## config.mk

```make
export PLATFORM = sky130hd
export DESIGN_NAME = mmd_addr_decoder
export DESIGN_NICKNAME = d
export VERILOG_FILES = /design/src/rtl/mmd_pkg.sv /design/src/rtl/mmd_region_dec.sv /design/src/rtl/mmd_page_cam.sv /design/src/rtl/mmd_prot_chk.sv /design/src/rtl/mmd_addr_decoder.sv
export SDC_FILE = /design/constraint.sdc
export NUM_CORES = 1
export LEC_CHECK = 0
export BUFFER_PORTS_ARGS = -buffer_cell sky130_fd_sc_hd__buf_4
export CAP_MARGIN = 40
export CORE_MARGIN = 2
export CORE_UTILIZATION = 40
export DETAILED_ROUTE_END_ITERATION = 7
export HOLD_SLACK_MARGIN = 0.05
export SLEW_MARGIN = 0
export SYNTH_ARGS = -nofsm -noshare
export SYNTH_HDL_FRONTEND = slang
export SYNTH_SLANG_ARGS = --single-unit
```

## constraint.sdc

```tcl
create_clock -name clk -period 6.99 [get_ports clk]
set_input_delay 1.7475 -clock clk [delete_from_list [all_inputs] [get_ports clk]]
set_output_delay 1.7475 -clock clk [all_outputs]
set_load 0.05 [all_outputs]
```

## src/rtl/mmd_pkg.sv

```systemverilog
package mmd_pkg;

   typedef enum logic [1:0] {
      REG_LOGICAL  = 2'd0,
      REG_PHYSICAL = 2'd1,
      REG_ROMIO    = 2'd2,
      REG_IDLE     = 2'd3
   } mmd_region_e;

   typedef enum logic [1:0] {
      PROT_FULL   = 2'd0,
      PROT_SUPER  = 2'd1,
      PROT_RDONLY = 2'd2,
      PROT_NONE   = 2'd3
   } mmd_prot_e;

endpackage

```

## src/rtl/mmd_region_dec.sv

```systemverilog
module mmd_region_dec
   import mmd_pkg::*;
(
   input  logic        req,
   input  logic [1:0]  top_bits,
   output mmd_region_e region
);

   always_comb begin
      if (!req)
         region = REG_IDLE;
      else if (!top_bits[1])
         region = REG_LOGICAL;
      else if (!top_bits[0])
         region = REG_PHYSICAL;
      else
         region = REG_ROMIO;
   end

endmodule

```

## src/rtl/mmd_page_cam.sv

```systemverilog
module mmd_page_cam
   import mmd_pkg::*;
#(
   parameter int unsigned ENTRIES = 16,
   parameter int unsigned LPN_W   = 12,
   parameter int unsigned PPN_W   = 9
) (
   input  logic             clk,
   input  logic             rst_n,
   input  logic             wr_en,
   input  logic [LPN_W-1:0] wr_lpn,
   input  logic [PPN_W-1:0] wr_ppn,
   input  logic [1:0]       wr_prot,
   input  logic             wr_valid,
   input  logic [LPN_W-1:0] look_lpn,
   output logic             hit,
   output logic [PPN_W-1:0] hit_ppn,
   output mmd_prot_e        hit_prot
);

   localparam int unsigned SLOT_W = $clog2(ENTRIES);

   logic [ENTRIES-1:0] valid_q;
   logic [LPN_W-1:0]   lpn_q  [ENTRIES];
   logic [PPN_W-1:0]   ppn_q  [ENTRIES];
   mmd_prot_e          prot_q [ENTRIES];
   logic [ENTRIES-1:0] match;
   logic [SLOT_W-1:0]  wr_slot;

   assign wr_slot = wr_ppn[SLOT_W-1:0];

   always_ff @(posedge clk or negedge rst_n) begin
      if (!rst_n)
         valid_q <= '0;
      else if (wr_en)
         valid_q[wr_slot] <= wr_valid;
   end

   always_ff @(posedge clk) begin
      if (wr_en) begin
         lpn_q[wr_slot]  <= wr_lpn;
         ppn_q[wr_slot]  <= wr_ppn;
         prot_q[wr_slot] <= mmd_prot_e'(wr_prot);
      end
   end

   for (genvar s = 0; s < ENTRIES; s++) begin : g_slot
      assign match[s] = valid_q[s] && (lpn_q[s] == look_lpn);
   end

   // lowest slot overrides: scan from the top down
   always_comb begin
      hit      = 1'b0;
      hit_ppn  = '0;
      hit_prot = PROT_FULL;
      for (int i = ENTRIES - 1; i >= 0; i--) begin
         if (match[i]) begin
            hit      = 1'b1;
            hit_ppn  = ppn_q[i];
            hit_prot = prot_q[i];
         end
      end
   end

   AST_TABLE_LOAD: assert property (@(posedge clk) disable iff (!rst_n)
      (wr_en && wr_valid) |=> (valid_q[$past(wr_slot)] && lpn_q[$past(wr_slot)] == $past(wr_lpn)));

   AST_TABLE_CLEAR: assert property (@(posedge clk) disable iff (!rst_n)
      (wr_en && !wr_valid) |=> !valid_q[$past(wr_slot)]);

endmodule

```

## src/rtl/mmd_prot_chk.sv

```systemverilog
module mmd_prot_chk
   import mmd_pkg::*;
(
   input  mmd_prot_e prot,
   input  logic      wr,
   input  logic      user,
   output logic      deny
);

   always_comb begin
      case (prot)
         PROT_FULL:   deny = 1'b0;
         PROT_SUPER:  deny = user;
         PROT_RDONLY: deny = wr;
         default:     deny = 1'b1;
      endcase
   end

endmodule

```

## src/rtl/mmd_addr_decoder.sv

```systemverilog
module mmd_addr_decoder
   import mmd_pkg::*;
#(
   parameter int unsigned ADDR_W    = 26,
   parameter int unsigned PHYS_W    = 22,
   parameter int unsigned MIN_SHIFT = 13,
   parameter int unsigned ENTRIES   = 16
) (
   input  logic                         clk,
   input  logic                         rst_n,
   input  logic                         cpu_req,
   input  logic [ADDR_W-1:0]            cpu_addr,
   input  logic                         cpu_wr,
   input  logic                         cpu_user,
   input  logic [1:0]                   page_size,
   input  logic                         tbl_we,
   input  logic [ADDR_W-2-MIN_SHIFT:0]  tbl_lpn,
   input  logic [PHYS_W-1-MIN_SHIFT:0]  tbl_ppn,
   input  logic [1:0]                   tbl_prot,
   input  logic                         tbl_valid,
   output logic [1:0]                   region,
   output logic                         ram_sel,
   output logic [PHYS_W-1:0]            ram_addr,
   output logic                         rom_rd,
   output logic                         io_wr,
   output logic                         abort
);

   localparam int unsigned LOG_W = ADDR_W - 1;
   localparam int unsigned LPN_W = LOG_W - MIN_SHIFT;
   localparam int unsigned PPN_W = PHYS_W - MIN_SHIFT;

   if (LOG_W > 31) begin : g_bad_addr
      $error("mmd_addr_decoder: ADDR_W too wide for the translation path");
   end
   if (MIN_SHIFT + 2 >= PHYS_W) begin : g_bad_page
      $error("mmd_addr_decoder: largest page must fit inside PHYS_W");
   end
   if (ENTRIES < 2 || (ENTRIES & (ENTRIES - 1)) != 0 || ENTRIES > (1 << PPN_W)) begin : g_bad_entries
      $error("mmd_addr_decoder: ENTRIES must be a power of two up to the page count");
   end

   mmd_region_e      reg_dec;
   logic             cam_hit;
   logic [PPN_W-1:0] cam_ppn;
   mmd_prot_e        cam_prot;
   logic             denied;
   logic [5:0]       shift;
   logic [LOG_W-1:0] log_addr;
   logic [LOG_W-1:0] lpn_wide;
   logic [LOG_W-1:0] off_mask;
   logic [LOG_W-1:0] offset;
   logic [31:0]      xlat;

   always_comb begin
      case (page_size)
         2'b00:   shift = 6'(MIN_SHIFT);
         2'b01:   shift = 6'(MIN_SHIFT + 1);
         default: shift = 6'(MIN_SHIFT + 2);
      endcase
      log_addr = cpu_addr[LOG_W-1:0];
      lpn_wide = log_addr >> shift;
      off_mask = (LOG_W'(1) << shift) - LOG_W'(1);
      offset   = log_addr & off_mask;
      xlat     = (32'(cam_ppn) << shift) | 32'(offset);
   end

   mmd_region_dec i_region_dec (
      .req      (cpu_req),
      .top_bits (cpu_addr[ADDR_W-1:ADDR_W-2]),
      .region   (reg_dec)
   );

   mmd_page_cam #(
      .ENTRIES (ENTRIES),
      .LPN_W   (LPN_W),
      .PPN_W   (PPN_W)
   ) i_page_cam (
      .clk      (clk),
      .rst_n    (rst_n),
      .wr_en    (tbl_we),
      .wr_lpn   (tbl_lpn),
      .wr_ppn   (tbl_ppn),
      .wr_prot  (tbl_prot),
      .wr_valid (tbl_valid),
      .look_lpn (lpn_wide[LPN_W-1:0]),
      .hit      (cam_hit),
      .hit_ppn  (cam_ppn),
      .hit_prot (cam_prot)
   );

   mmd_prot_chk i_prot_chk (
      .prot (cam_prot),
      .wr   (cpu_wr),
      .user (cpu_user),
      .deny (denied)
   );

   always_comb begin
      region   = reg_dec;
      ram_sel  = 1'b0;
      ram_addr = '0;
      rom_rd   = 1'b0;
      io_wr    = 1'b0;
      abort    = 1'b0;
      case (reg_dec)
         REG_LOGICAL: begin
            if (!cam_hit || denied) begin
               abort = 1'b1;
            end else begin
               ram_sel  = 1'b1;
               ram_addr = xlat[PHYS_W-1:0];
            end
         end
         REG_PHYSICAL: begin
            if (cpu_user) begin
               abort = 1'b1;
            end else begin
               ram_sel  = 1'b1;
               ram_addr = cpu_addr[PHYS_W-1:0];
            end
         end
         REG_ROMIO: begin
            rom_rd = !cpu_wr;
            io_wr  = cpu_wr;
         end
         default: ;
      endcase
   end

   AST_ONE_TARGET: assert property (@(posedge clk) disable iff (!rst_n)
      $onehot0({ram_sel, rom_rd, io_wr, abort}));

   AST_ABORT_QUIET: assert property (@(posedge clk) disable iff (!rst_n)
      abort |-> (!ram_sel && ram_addr == '0));

   AST_PHYS_USER: assert property (@(posedge clk) disable iff (!rst_n)
      (cpu_req && cpu_addr[ADDR_W-1:ADDR_W-2] == 2'b10 && cpu_user) |-> abort);

   AST_IDLE_QUIET: assert property (@(posedge clk) disable iff (!rst_n)
      !cpu_req |-> (!ram_sel && !rom_rd && !io_wr && !abort));

   AST_NONE_ABORTS: assert property (@(posedge clk) disable iff (!rst_n)
      (reg_dec == REG_LOGICAL && cam_hit && cam_prot == PROT_NONE) |-> abort);

   AST_RDONLY_WRITE: assert property (@(posedge clk) disable iff (!rst_n)
      (reg_dec == REG_LOGICAL && cam_hit && cam_prot == PROT_RDONLY && cpu_wr) |-> abort);

   AST_USER_BLOCK: assert property (@(posedge clk) disable iff (!rst_n)
      (reg_dec == REG_LOGICAL && cam_hit && cam_prot == PROT_SUPER && cpu_user) |-> abort);

endmodule

```

==> summary.txt <==
Status
  – Outcome: finished with violations
  – Failing checks: negative setup slack

Synthesis
  – Post-synthesis simple-gate area fraction: 0.142
  – Synth Area in XOR/XNOR: 0.0271
  – Synth Area per Inst: 12.5 um^2
  – Yosys reg bits: 384
  – Number of synthesized flops with an enable pin: 368
  – Synth Area in Adders: 0
  – Syn Nets: 1,562
  – Synth Instances: 1,504
  – Synth Area in Compound Gates: 0.154
  – Ys flop type: edfxtp_1
  – Mux cell area share after synthesis: 0.0288
  – Largest family of logic cells by synthesized area: compound AO/OA/AOI/OAI gates
  – Synthesized area: 18,700 um^2
  – Area leader, netlist: edfxtp_1
  – Post-synth top area share: 0.590
  – Post-synth top cells: 368 x edfxtp_1, 122 x nor2_1, 64 x inv_1, 59 x nand2_1, 53 x nor2b_1
  – Register area share after synthesis: 0.611
  – Top cells by area, synth: edfxtp_1 59%, nor2_1 2.4%, dfrtp_1 2.1%, nor2b_1 1.8%, mux2_2 1.6%
  – Distinct cell type count after synthesis: 95
  – Yosys warnings: 0
  – Count leader, synth: edfxtp_1
  – Async SR Flop Fraction: 0.0417

Placement
  – RD Place Congestion: 0.990
  – Post-DP HPWL: 51,000 um
  – Worst slack, placed: -0.853 ns
  – Port bufs: 85

Finish
  – Area Overhead vs Synth: 36.0%
  – Diodes inserted: 0
  – Fillers: 3,835
  – Total Nets Final: 2,004
  – Layout cells sized above 1: 0.371

Clocking
  – Num CTS Buffers: 42
  – Root Buffer: clkbuf_16
  – Clk sink count: 384
  – Worst skew pair latency: 0.58 ns
  – Clock Tree Buf Depth: 3
  – H-tree depth reported by CTS: 2
  – CTS clock-pin slew for the worst setup and hold paths: 0.06 ns
  – Post-CTS Hold Fix Bufs: 0
  – CTS tree: yes

Critical path
  – Most used cell, CP: buf_4
  – Reg-to-reg startpoint: i_page_cam.valid_q[1]
  – CP arrival: 5.72 ns
  – CP Launch Type: primary input
  – Slowest CP cell: a221oi_2
  – Reg2reg setup slack: 6.22 ns
  – CP Class: primary input to output pin
  – Slowest stage delay, CP: 0.50 ns
  – Crit-path cells: buf_12, buf_12, mux2_2, nor2_2, buf_4, buf_4, a21oi_1, nand4_1, nor4_4, buf_4, buf_4, a221oi_2, o311ai_0, a211oi_1, buf_4, o21ai_4, and2_1, a211oi_2, buf_4, o32ai_4, buf_6
  – CP max FO: 7
  – RR Endpoint: i_page_cam.valid_q[1]
  – Worst Reg2Reg Path Length in Cells: 1
  – Crit path capture type: output pin
  – CP required: 5.24 ns

Routing
  – DR vias: 16,175
  – WL per Instance: 29.1 um
  – Drt total wl: 75,200 um
  – DR iter-0 viols: 2,079
  – DR vias/cell: 6.25
  – Residual DRC count: 0
  – Initial DRT Pass Iterations: 7
  – Routed Antenna Nets: 0

Power and ir drop
  – Pwr Density: 220 nW/um^2
  – Net switching power: 1.42 mW
  – Comb power frac: 0.134
  – Clock Power Share: 0.398
  – Max IR drop VDD: 0.210 mV
  – Seq pwr share: 0.468
  – Pint: 4.19 mW
  – Switching portion of total power: 0.253
  – P_leak: 9.34 nW

Die
  – Die width: 220 um
  – Die Ht: 220 um
  – Initial Util: 0.404
  – Ports: 86
  – Row cnt: 79
  – Core area: 46,400 um^2
  – Die area: 48,600 um^2

Hold path
  – Depth of the worst hold-timing path: 1
  – Hold path start: i_page_cam.valid_q[5]
  – Worst hold endpoint: i_page_cam.valid_q[5]
  – HP Class: register to register

Global route
  – First-pass GRT wire length: 106,000 um
  – Global Route Usage Sum: 0.306
  – Largest net degree at the start of global routing: 32
  – Vias in the first global route: 15,370
  – Remaining Overflow, GRT: 0
  – Initial antenna violation count: 0

STA
  – Fmax: 0.134 GHz
  – Pins Over Slew Limit: 0
  – Tmin final: 7.46 ns
  – Worst Skew: 0 ns
  – Worst-Margin Slew: 1.15 ns
  – # setup viols final: 24
  – RSZ-0062 raised after global routing: yes
  – Slew HR: 0.229
  – Final hold violations: 0
  – Worst setup margin: -0.474 ns
  – Setup TNS Final: -10.38 ns
  – Final worst path period share: 1.07

Run
  – Max cap viols: 0
==> per-layer routing <==
metal,track usage,share of wire,vias to the layer above
met5,0,0,-
met4,0.138,0.049,0
met3,0.0555,0.10,234
met1,0.428,0.41,8082
li1,-,-,6776
met2,0.467,0.44,1083
==> metrics by stage <==
stage / instance area (um^2) / std cells / hold WS, ns / power (mW) / utilization
floorplan: 18800 / 1504 / 0.474 / 2.94 / -
global placement: 22800 / 2472 / 0.485 / 3.33 / 0.493
detailed placement: 22800 / 2472 / 0.491 / 3.34 / 0.493
CTS: 25100 / 2576 / 0.504 / 5.58 / 0.542
global route: 25500 / 2586 / 0.508 / 5.73 / 0.549
finish: 25500 / 2586 / 0.502 / 5.61 / 0.549
==> how the worst max path moves through the flow <==
stage | start | slack [ns] | to
global placement | page_size[0] | -0.87 | ram_addr[20]
global route | page_size[0] | -0.61 | ram_addr[15]
finish | page_size[0] | -0.47 | ram_addr[20]
floorplan | page_size[0] | -0.24 | ram_addr[13]
detailed placement | page_size[0] | -0.85 | ram_addr[20]
CTS | page_size[0] | -0.42 | ram_addr[20]
==> cells in the final DEF (no fill, tap or decap), drive strengths merged, types with 21 or more instances in the layout <==
| cell type | count |
|---|---|
| nand2b | 35 |
| o21ai | 47 |
| nand4 | 21 |
| a22oi | 33 |
| inv | 67 |
| nor2b | 53 |
| o22ai | 39 |
| nor2 | 122 |
| buf | 477 |
| mux2 | 28 |
| nand2 | 60 |
| a31oi | 22 |
| xor2 | 26 |
| nand3 | 47 |
| edfxtp | 368 |
| clkbuf | 53 |
| nor3 | 29 |
| xnor2 | 32 |
| and2 | 22 |
| o211ai | 21 |
| a21oi | 44 |
==> flip-flops by register name, indices dropped and copies added (netlist names) <==
name	flops
i_page_cam.valid_q	16
i_page_cam.lpn_q	192
i_page_cam.prot_q	32
i_page_cam.ppn_q	144
==> worst max-delay path: cells and delay by family <==
| family | cells | cell delay (ns) |
|---|---|---|
| mux | 1 | 0.39 |
| simple gates | 4 | 0.63 |
| compound gates | 7 | 1.47 |
| buf+inv | 9 | 1.47 |
==> layout make-up <==
| type | instances | area (um^2) | share of cell area |
|---|---|---|---|
| Multi-Input combinational cell | 974 | 7450 | 0.293 |
| Inverter | 67 | 251 | 0.00987 |
| Clock buffer | 53 | 1150 | 0.0453 |
| Clock inverter | 24 | 203 | 0.00796 |
| Tap cell | 607 | 759 | 0.0298 |
| Timing Repair Buffer | 477 | 4200 | 0.165 |
| Sequential cell | 384 | 11500 | 0.450 |
==> cell families after synthesis <==
family / count (synthesis)
AOI/OAI and AO/OA: 387
xor gates and xnor gates: 58
buffers and inverters: 147
DFF: 384
muxes: 43
and+or+nand+nor: 485
==> repair_timing <==
action | CTS | global route
resized for setup | 144 | 55
pin swaps | 42 | 35
cloned | 1 | 1
buffers inserted | 27 | 9
endpoints found under the setup margin | 24 | 24
==> power groups by stage <==
stage / Clock, mW / Combinational (mW) / Sequential, mW
floorplan: 0 / 0.285 / 2.66
global placement: 0 / 0.663 / 2.67
global route: 2.33 / 0.770 / 2.63
CTS: 2.25 / 0.713 / 2.62
finish: 2.23 / 0.751 / 2.62
detailed placement: 0 / 0.667 / 2.67
Note: power is estimated with default switching activity, not from simulation.
